--- src/rtl/i2c_byte_master.sv ---
module i2c_byte_master #(
  parameter logic [7:0] LO_INIT = 8'd20,
  parameter logic [7:0] HI_INIT = 8'd20
) (
  input  logic       clk,
  input  logic       rst_n,
  input  logic       reg_we,
  input  logic [4:0] reg_addr,
  input  logic [7:0] reg_wdata,
  output logic [7:0] reg_rdata,
  output logic       irq,
  output logic       scl_oe,
  input  logic       scl_in,
  output logic       sda_oe,
  input  logic       sda_in
);

  localparam logic [4:0] A_DATA = 5'h00, A_CTRL = 5'h04, A_STAT = 5'h08,
                         A_IEN  = 5'h0C, A_LO   = 5'h10, A_HI   = 5'h14;

  typedef enum logic [3:0] {
    S_IDLE, S_START, S_HOLD, S_BLO, S_BHI, S_WAIT, S_ALO, S_AHI,
    S_PLO, S_PHI, S_PEND, S_RLO, S_RHI
  } st_t;

  st_t        st;
  logic [7:0] ctrl, dreg, ien, lo_cnt, hi_cnt, sh, cnt;
  logic [2:0] bitn;
  logic       busy, al_f, tack_f, wait_f, dte_f, rxm, rx_stop;

  wire wr_data = reg_we && reg_addr == A_DATA;
  wire wr_ctrl = reg_we && reg_addr == A_CTRL;
  wire wr_stat = reg_we && reg_addr == A_STAT;
  wire en_w    = reg_wdata[7];
  wire trs_w   = reg_wdata[4];
  wire bbsy_w  = reg_wdata[2];
  wire lo_done = ({1'b0, cnt} + 9'd1) >= {1'b0, lo_cnt};
  wire hi_done = scl_in && (({1'b0, cnt} + 9'd1) >= {1'b0, hi_cnt});
  wire [3:0] flags = {al_f, tack_f, wait_f, dte_f};

  assign irq = |(flags & ien[3:0]);
  assign scl_oe = (st == S_HOLD) || (st == S_BLO) || (st == S_WAIT) ||
                  (st == S_ALO) || (st == S_PLO) || (st == S_RLO);

  always_comb begin
    case (st)
      S_START, S_PLO, S_PHI: sda_oe = 1'b1;
      S_BLO, S_BHI:          sda_oe = !rxm && !sh[7];
      S_ALO, S_AHI:          sda_oe = rxm && !ctrl[6];
      default:               sda_oe = 1'b0;
    endcase
  end

  always_comb begin
    case (reg_addr)
      A_DATA:  reg_rdata = dreg;
      A_CTRL:  reg_rdata = ctrl;
      A_STAT:  reg_rdata = {scl_in, sda_in, 1'b0, busy, flags};
      A_IEN:   reg_rdata = ien;
      A_LO:    reg_rdata = lo_cnt;
      A_HI:    reg_rdata = hi_cnt;
      default: reg_rdata = 8'h00;
    endcase
  end

  always_ff @(posedge clk or negedge rst_n) begin
    if (!rst_n) begin
      st <= S_IDLE;   ctrl <= '0;  dreg <= '0;  ien <= '0;
      lo_cnt <= LO_INIT;  hi_cnt <= HI_INIT;
      sh <= '0;  cnt <= '0;  bitn <= '0;
      busy <= 1'b0;  al_f <= 1'b0;  tack_f <= 1'b0;  wait_f <= 1'b0;
      dte_f <= 1'b0;  rxm <= 1'b0;  rx_stop <= 1'b0;
    end else begin
      if (wr_ctrl) ctrl <= reg_wdata;
      if (reg_we && reg_addr == A_IEN) ien <= reg_wdata;
      if (reg_we && reg_addr == A_LO)  lo_cnt <= reg_wdata;
      if (reg_we && reg_addr == A_HI)  hi_cnt <= reg_wdata;
      if (wr_data) dreg <= reg_wdata;
      if (wr_stat) begin
        al_f   <= al_f   & reg_wdata[3];
        tack_f <= tack_f & reg_wdata[2];
        wait_f <= wait_f & reg_wdata[1];
        dte_f  <= dte_f  & reg_wdata[0];
      end
      cnt <= cnt + 8'd1;
      case (st)
        S_IDLE: begin
          cnt <= '0;
          if (wr_ctrl && en_w && trs_w && bbsy_w) begin
            st <= S_START;  busy <= 1'b1;  rxm <= 1'b0;
          end
        end
        S_START:
          if (hi_done) begin st <= S_HOLD; cnt <= '0; dte_f <= 1'b1; end
          else if (!scl_in) cnt <= cnt;
        S_HOLD: begin
          cnt <= '0;
          if (wr_data) begin
            sh <= reg_wdata;  bitn <= '0;  dte_f <= 1'b0;  st <= S_BLO;
          end else if (wr_ctrl && en_w) begin
            dte_f <= 1'b0;
            if (trs_w && bbsy_w) st <= S_RLO;
            else if (trs_w) begin st <= S_PLO; rx_stop <= 1'b0; end
            else begin rxm <= 1'b1; bitn <= '0; st <= S_BLO; end
          end
        end
        S_BLO:
          if (lo_done) begin st <= S_BHI; cnt <= '0; end
        S_BHI:
          if (hi_done) begin
            cnt <= '0;
            if (!rxm && sh[7] && !sda_in) begin
              al_f <= 1'b1;  busy <= 1'b0;  st <= S_IDLE;
            end else begin
              sh <= {sh[6:0], sda_in};
              if (bitn == 3'd7) begin
                st <= S_WAIT;  wait_f <= 1'b1;
                if (rxm) dreg <= {sh[6:0], sda_in};
              end else begin
                bitn <= bitn + 3'd1;  st <= S_BLO;
              end
            end
          end else if (!scl_in) cnt <= cnt;
        S_WAIT: begin
          cnt <= '0;
          if (!wait_f) st <= S_ALO;
        end
        S_ALO:
          if (lo_done) begin st <= S_AHI; cnt <= '0; end
        S_AHI:
          if (hi_done) begin
            cnt <= '0;
            if (!rxm) begin
              if (sda_in) tack_f <= 1'b1;
              dte_f <= 1'b1;  st <= S_HOLD;
            end else if (ctrl[6]) begin
              rx_stop <= 1'b1;  st <= S_PLO;
            end else begin
              bitn <= '0;  st <= S_BLO;
            end
          end else if (!scl_in) cnt <= cnt;
        S_PLO:
          if (lo_done) begin st <= S_PHI; cnt <= '0; end
        S_PHI:
          if (hi_done) begin st <= S_PEND; cnt <= '0; end
          else if (!scl_in) cnt <= cnt;
        S_PEND:
          if (hi_done) begin
            st <= S_IDLE;  busy <= 1'b0;  rxm <= 1'b0;  rx_stop <= 1'b0;
            if (rx_stop) dte_f <= 1'b1;
          end else if (!scl_in) cnt <= cnt;
        S_RLO:
          if (lo_done) begin st <= S_RHI; cnt <= '0; end
        S_RHI:
          if (hi_done) begin st <= S_START; cnt <= '0; end
          else if (!scl_in) cnt <= cnt;
        default: st <= S_IDLE;
      endcase
      if (wr_ctrl && !en_w) begin
        st <= S_IDLE;  busy <= 1'b0;  rxm <= 1'b0;  rx_stop <= 1'b0;
      end
    end
  end

  AST_START_COND: assert property (@(posedge clk) disable iff (!rst_n)
    $rose(busy) |-> sda_oe && !scl_oe);
  AST_TX_BIT_STABLE: assert property (@(posedge clk) disable iff (!rst_n)
    (st == S_BHI) && ($past(st) == S_BHI) |-> $stable(sda_oe));
  AST_WAIT_HOLDS_SCL: assert property (@(posedge clk) disable iff (!rst_n)
    wait_f && busy |-> scl_oe);
  AST_DTE_SCL_LOW: assert property (@(posedge clk) disable iff (!rst_n)
    $rose(dte_f) && busy |-> scl_oe);
  AST_IDLE_RELEASE: assert property (@(posedge clk) disable iff (!rst_n)
    $fell(busy) |-> !scl_oe && !sda_oe);
  AST_AL_ABORT: assert property (@(posedge clk) disable iff (!rst_n)
    $rose(al_f) |-> !busy && st == S_IDLE);

endmodule

--- config.mk ---
export PLATFORM = sky130hd
export DESIGN_NAME = i2c_byte_master
export DESIGN_NICKNAME = d
export VERILOG_FILES = /design/src/rtl/i2c_byte_master.sv
export SDC_FILE = /design/constraint.sdc
export NUM_CORES = 1
export LEC_CHECK = 0
export BUFFER_PORTS_ARGS = -buffer_cell sky130_fd_sc_hd__buf_4
export CAP_MARGIN = 15
export CORE_MARGIN = 2
export CORE_UTILIZATION = 55
export DETAILED_ROUTE_END_ITERATION = 7
export PLACE_DENSITY = 0.76
export RECOVER_POWER = 100
export SLEW_MARGIN = 20
export SYNTH_ARGS = -nofsm -noshare
export SYNTH_HDL_FRONTEND = slang
export SYNTH_SLANG_ARGS = --single-unit
export TNS_END_PERCENT = 5
--- constraint.sdc ---
create_clock -name clk -period 3.1 [get_ports clk]
set_input_delay 0 -clock clk [delete_from_list [all_inputs] [get_ports clk]]
set_output_delay 0 -clock clk [all_outputs]
set_load 0.02 [all_outputs]
-- After elaboration in Yosys (flattened, before gate mapping)
Index checks and enable logic that the tools add are counted.
- register bits: 70
- input bits: 18
- logic and storage cells: 216
- add/sub/neg operators: 3
- magnitude comparators: 2
- eq/ne operators: 49
- mux-type cells: 95
- bitwise logic cells: 5
- reductions and logical operators: 46
- operators by type and width (cell ; count):
    8-bit two-way mux ; 13
    4-bit two-way mux ; 19
    4-bit case mux with 13 select lines ; 1
    8-bit case mux with 6 select lines ; 1
    1-bit two-way mux ; 41
    3-bit two-way mux ; 12
    3-bit inequality test, second input constant ; 12
    8-bit case mux with 4 select lines ; 1
    3-bit by 2-bit inequality test with 1-bit output, second input constant ; 10
    4-bit equality test, second input constant ; 5
    9-bit by 8-bit greater-or-equal comparator with 1-bit output ; 2
    4-bit by 3-bit equality test with 1-bit output, second input constant ; 4
    1-bit logical AND ; 16
    8-bit case mux with 2 select lines ; 1
    2-bit inequality test, second input constant ; 7
    13-bit AND reduction ; 1
    1-bit case mux with 3 select lines ; 4
    4-bit nonzero test ; 3
    5-bit by 4-bit equality test with 1-bit output, second input constant ; 2
    5-bit equality test, second input constant ; 2
    10-bit AND reduction ; 1
    8-bit by 1-bit adder with 9-bit output, second input constant ; 1
    3-bit case mux with 3 select lines ; 1
    9-bit AND reduction ; 1
    24 further kinds ; 39

-- Longest topological paths before layout
- depth in word-level cells: 8
- gate-level depth with buffers: 15
- gate-level depth less buffers: 12

-- Worst setup path before layout
OpenSTA, ideal clock, no wires.
- kind: reg2reg
- from: reg cnt[2]
- to: reg bitn[0]
- setup time: 0.125 ns
- arrival: 3.342 ns
- data required time: 2.975 ns
- setup slack: -0.367 ns
- stages on the path, launching flop included: 13
- buffers on the path: 1
- cell sequence: dfrtp_1 -> clkbuf_1 -> nand3_1 -> nor2_1 -> nand3_1 -> xnor2_1 -> ha_1 -> nand3_1 -> nor2_1 -> a2111oi_2 -> nor2_4 -> o41ai_1 -> mux2_2
- longest elaborated chain between the ends: 5
- elaborated cells between the ends (all ways): 6
- ends and longest elaborated chain (item ; RTL line ; RTL):
    start, declared ; 27 ; logic [7:0] ctrl, dreg, ien, lo_cnt, hi_cnt, sh, cnt;
    start signal, assigned ; 85 ; cnt <= cnt + 8'd1;
    start signal, assigned ; 95 ; else if (!scl_in) cnt <= cnt;
    start signal, assigned ; 123 ; end else if (!scl_in) cnt <= cnt;
    8-bit by 1-bit adder with 9-bit output (*) ; 38 ; wire hi_done = scl_in && (({1'b0, cnt} + 9'd1) >= {1'b0, hi_cnt});
    9-bit by 8-bit greater-or-equal comparator with 1-bit output (*) ; 38 ;
    1-bit logical AND (*) ; 38 ;
    2-bit inequality test (no source line) ; - ;
    10-bit AND reduction (no source line) (*) ; - ;
    end signal, assigned ; 70 ; sh <= '0; cnt <= '0; bitn <= '0;
    end signal, assigned ; 99 ; sh <= reg_wdata; bitn <= '0; dte_f <= 1'b0; st <= S_BLO;
    end signal, assigned ; 104 ; else begin rxm <= 1'b1; bitn <= '0; st <= S_BLO; end
    end, declared ; 28 ; logic [2:0] bitn;
Mark *: on every way between the ends. The rest lies on a longest branch, timed or not.
A chain may end at the register's enable or synchronous reset.

-- Worst setup path after layout
- from: reg cnt[2]
- to: reg st[1]
- longest elaborated chain between the ends: 5
- elaborated cells between the ends (all ways): 15
- ends and longest elaborated chain (item ; RTL line ; RTL):
    8-bit by 1-bit adder with 9-bit output (*) ; 37, 38 ;
    9-bit by 8-bit greater-or-equal comparator with 1-bit output ; 38 ;
    1-bit logical AND ; 38 ;
    3-bit inequality test (no source line) ; - ;
    13-bit AND reduction (no source line) (*) ; - ;
    end signal, assigned ; 68 ; st <= S_IDLE; ctrl <= '0; dreg <= '0; ien <= '0;
    end signal, assigned ; 90 ; st <= S_START; busy <= 1'b1; rxm <= 1'b0;
    end signal, assigned ; 94 ; if (hi_done) begin st <= S_HOLD; cnt <= '0; dte_f <= 1'b1; end
    end, declared ; 26 ; st_t st;
Marks and branches as above.

==> results.toml <==
[run_status]
outcome = "finished, violations left"
failed_checks = "DRC, capacitance limit, slew limit"

[critical_path]
timing.rr.end = "st[1]"
crit_fanout = 7
arrival_ns = 3.33
ff2ff_setup_slack_ns = 0.005
rr_startpoint = "cnt[2]"
crit_start = "cnt[2]"
r2r_cells = 13
cp-end-kind = "register"
cp.required_ns = 3.34
worstSetupStartpointType = "register"
crit_end = "st[1]"
crit_type = "register to register"

[logic_synthesis]
synthFlopType = "dfrtp_1"
synth_cells = 508
ys_seq_elements = 70
avgSynthCellArea_um2 = 8.955
yosysWarnings = 0
synth_cell_types = 64
synthesis.area_um2 = 4549
syn_nets = 546
synth-edff-count = 0
yosysSeqAreaShare_pct = 38.61
synth-async-reset-ratio_pct = 100.0

[grt]
grt_max_degree = 71
overflow = 0
grt_usage_pct = 29.88
antenna_found_initial = 0
grt_pass1_wl_um = 20490
grt_pass1_vias = 4090

[floorplan]
die_area_um2 = 9016
start_util_pct = 55.93
chipHeight_um = 94.95
core_area_um2 = 8134
die_w_um = 94.95
row_count = 33
io_pins = 29

[power_and_ir_drop]
p_sw_share_pct = 41.47
ir_drop_mv = 0.4569
cellPowerDensity_nw_per_um2 = 683.8
pwr-share-clk_pct = 19.1
pwr-share-comb_pct = 44.4
p_total_mw = 3.663
seqPwrFrac_pct = 36.5
power_switching_mw = 1.519
power.internal_mw = 2.144
power.leakage_nw = 2.388

[final_layout]
final_cells = 672
design_area_um2 = 5356
drive_above_1_share_pct = 21.69
diodes = 0
syn_to_final_growth_pct = 17.74
nNetsFinal = 600

[clocking]
cts_root_buf = "clkbuf_8"
insertion_delay_ns = 0.35
cts_max_level = 3
cts_tree = "built"
clk_path_buf_depth = 2
cts.sinks = 70
cts_buffers = 9
clkSlewWorstSetupHoldPaths_ns = 0.08

[sta]
slew_viol_final = 71
finalClockSkew_ns = 0.01160
setup_violations = 0
min_period_ns = 3.095
slew_headroom_pct = -19.51
rsz0062_at_grt = "yes"
period_share_pct = 99.84
fmax_mhz = 323.1
worst_slew_pin_slew_ns = 1.793
hold_viol = 0

[place]
io_buffers = 28
place_inst = 639
hpwl_um = 9131
place_area_um2 = 5032
routabilityCongestion = 0.9131

[route]
routed_wl_um = 12660
avgRoutedWirePerCell_um = 18.84
firstDrtPassIters = 8
remaining_drc_errors = 2
routed_via_density = 6.167
drt_iter0_drc = 374
vias = 4144
ant_nets = 0

[job]
drv_cap = 1

[min_path]
hp-class = "primary input to register"
## state kept, by name (all words and copies together) (netlist names), 3 cells and up
register / flops
bitn: 3
cnt: 8
ctrl: 8
dreg: 8
hi_cnt: 8
ien: 8
lo_cnt: 8
sh: 8
st: 4
## timing repair
item,CTS,global route
resized for setup,2,11
hold buffers,11,0
pin swaps,0,11
setup buffers,0,6
gates cloned,0,0
hold endpoints to repair,103,0
setup endpoints to repair,9,28
## kinds of logic after synthesis
family / after synthesis / synth area share, %
compound gates: 136 / 19.80
xor+xnor: 6 / 1.155
fa+ha+maj: 20 / 5.501
buf+inv: 54 / 4.840
flops: 70 / 38.61
mux: 54 / 12.71
simple gates: 168 / 17.38
## per-stage QoR
| stage | setup TNS [ns] | hold slack, ns | util (%) | setup WS (ns) |
|---|---|---|---|---|
| 3_3_place_gp | 0 | 0.1724 | 61.87 | 0.05599 |
| 3_5_place_dp | -0.2462 | 0.1844 | 61.87 | -0.04753 |
| 5_1_grt | -0.4508 | 0.2178 | 65.85 | -0.09933 |
| 4_1_cts | -0.02039 | 0.1574 | 65.48 | -0.02039 |
| 6_report | 0 | 0.1699 | 65.85 | 0.005075 |
| 2_1_floorplan | 0 | -0.2956 | - | 0.008867 |
## power groups by stage
stage	Clock [mW]	Sequential, mW	Combinational, mW
finish	0.701	1.34	1.63
global route	0.749	1.37	1.81
CTS	0.706	1.33	1.61
detailed placement	0	1.35	1.59
global placement	0	1.34	1.56
floorplan	0	1.24	1.19
## layout make-up
class,instances,area (um2)
fill,686,2778
multi-input combinational,384,2679
sequential,70,1757
timing repair buffer,74,520.5
clock buffer,10,137.6
tap,105,131.4
inverter,23,86.33
clock inverter,6,45.04
## synthesized netlist by cell type, types with 2 or more instances
cell	instances	area share (%)
a211oi_1	4	0.66
a21boi_0	2	0.33
a21o_1	3	0.50
a21oi_1	20	2.2
a221oi_1	3	0.58
a222oi_1	3	0.66
a22o_1	4	0.77
a22oi_1	2	0.33
a31oi_1	12	1.7
a32o_1	2	0.44
and2_1	2	0.27
and3_1	2	0.27
buf_1	2	0.17
buf_2	2	0.22
buf_6	2	0.50
clkbuf_1	25	2.1
dfrtp_1	66	36
dfstp_2	4	2.3
ha_1	20	5.5
inv_1	23	1.9
mux2_2	30	7.4
mux2i_1	24	5.3
nand2_1	81	6.7
nand2b_1	4	0.55
nand3_1	8	0.88
nand4_1	2	0.27
nand4b_1	2	0.39
nor2_1	34	2.8
nor2_4	2	0.50
nor2b_1	7	0.96
nor3_1	5	0.55
nor4_1	3	0.41
nor4b_1	3	0.58
o211ai_1	2	0.33
o21ai_0	48	5.3
o21bai_1	2	0.33
o221ai_1	7	1.3
o22ai_1	2	0.27
o311ai_0	4	0.77
o31ai_1	3	0.50
o41ai_1	2	0.39
or2_2	4	0.55
xnor2_1	3	0.58
xor2_1	3	0.58
## critical path, stage by stage, from the launching register on
cell and delay, ns:
dfrtp_1 0.41, nand3_1 0.13, nor2_2 0.13, nand3_1 0.13, xnor2_2 0.20, ha_1 0.33
nand3_2 0.13, nor2_4 0.16, a2111oi_4 0.08, buf_4 0.18, nor2_4 0.23, o21ai_2 0.12
or3_4 0.41, a311o_1 0.36
## layer usage
metal / vias to the layer above / global-route usage [%] / share of wire (%)
li1: 1944 / - / -
met3: 33 / 4.629 / 5.2
met2: 157 / 47.99 / 47
met1: 2010 / 40.60 / 44
met4: 0 / 11.71 / 3.1
met5: - / 0 / 0
## how the worst min path moves through the flow
stage / startpoint / to / slack (ns) / depth (start not counted)
after detailed placement: rst_n / lo_cnt[1] / 0.18 / 1
after global placement: rst_n / hi_cnt[5] / 0.17 / 1
after global routing: reg_we / ctrl[7] / 0.22 / 4
after floorplan: rst_n / al_f / -0.30 / 0
final: reg_we / ctrl[7] / 0.17 / 4
after CTS: reg_addr[0] / ctrl[7] / 0.16 / 4
## cell usage in the layout, fill, tap and decap left out, drive strengths merged, types with 3 or more instances in the layout
cell type,netlist,routed
nand2,82,82
dfrtp,66,66
o21ai,49,49
buf,6,46
nor2,36,36
mux2,30,30
clkbuf,25,27
inv,23,25
mux2i,24,24
ha,20,20
a21oi,20,20
a31oi,12,12
dlygate4sd3,0,11
nand3,8,8
o221ai,7,7
nor2b,7,7
nor3,5,5
a22o,4,4
nand2b,4,4
a211oi,4,4
or2,4,4
o311ai,4,4
dfstp,4,4
a21o,4,4
nor4b,3,3
nor4,3,3
a222oi,3,3
a221oi,3,3
o31ai,3,3
clkinvlp,0,3
xor2,3,3
xnor2,3,3
No activity file was read; power rests on OpenSTA's default activity.
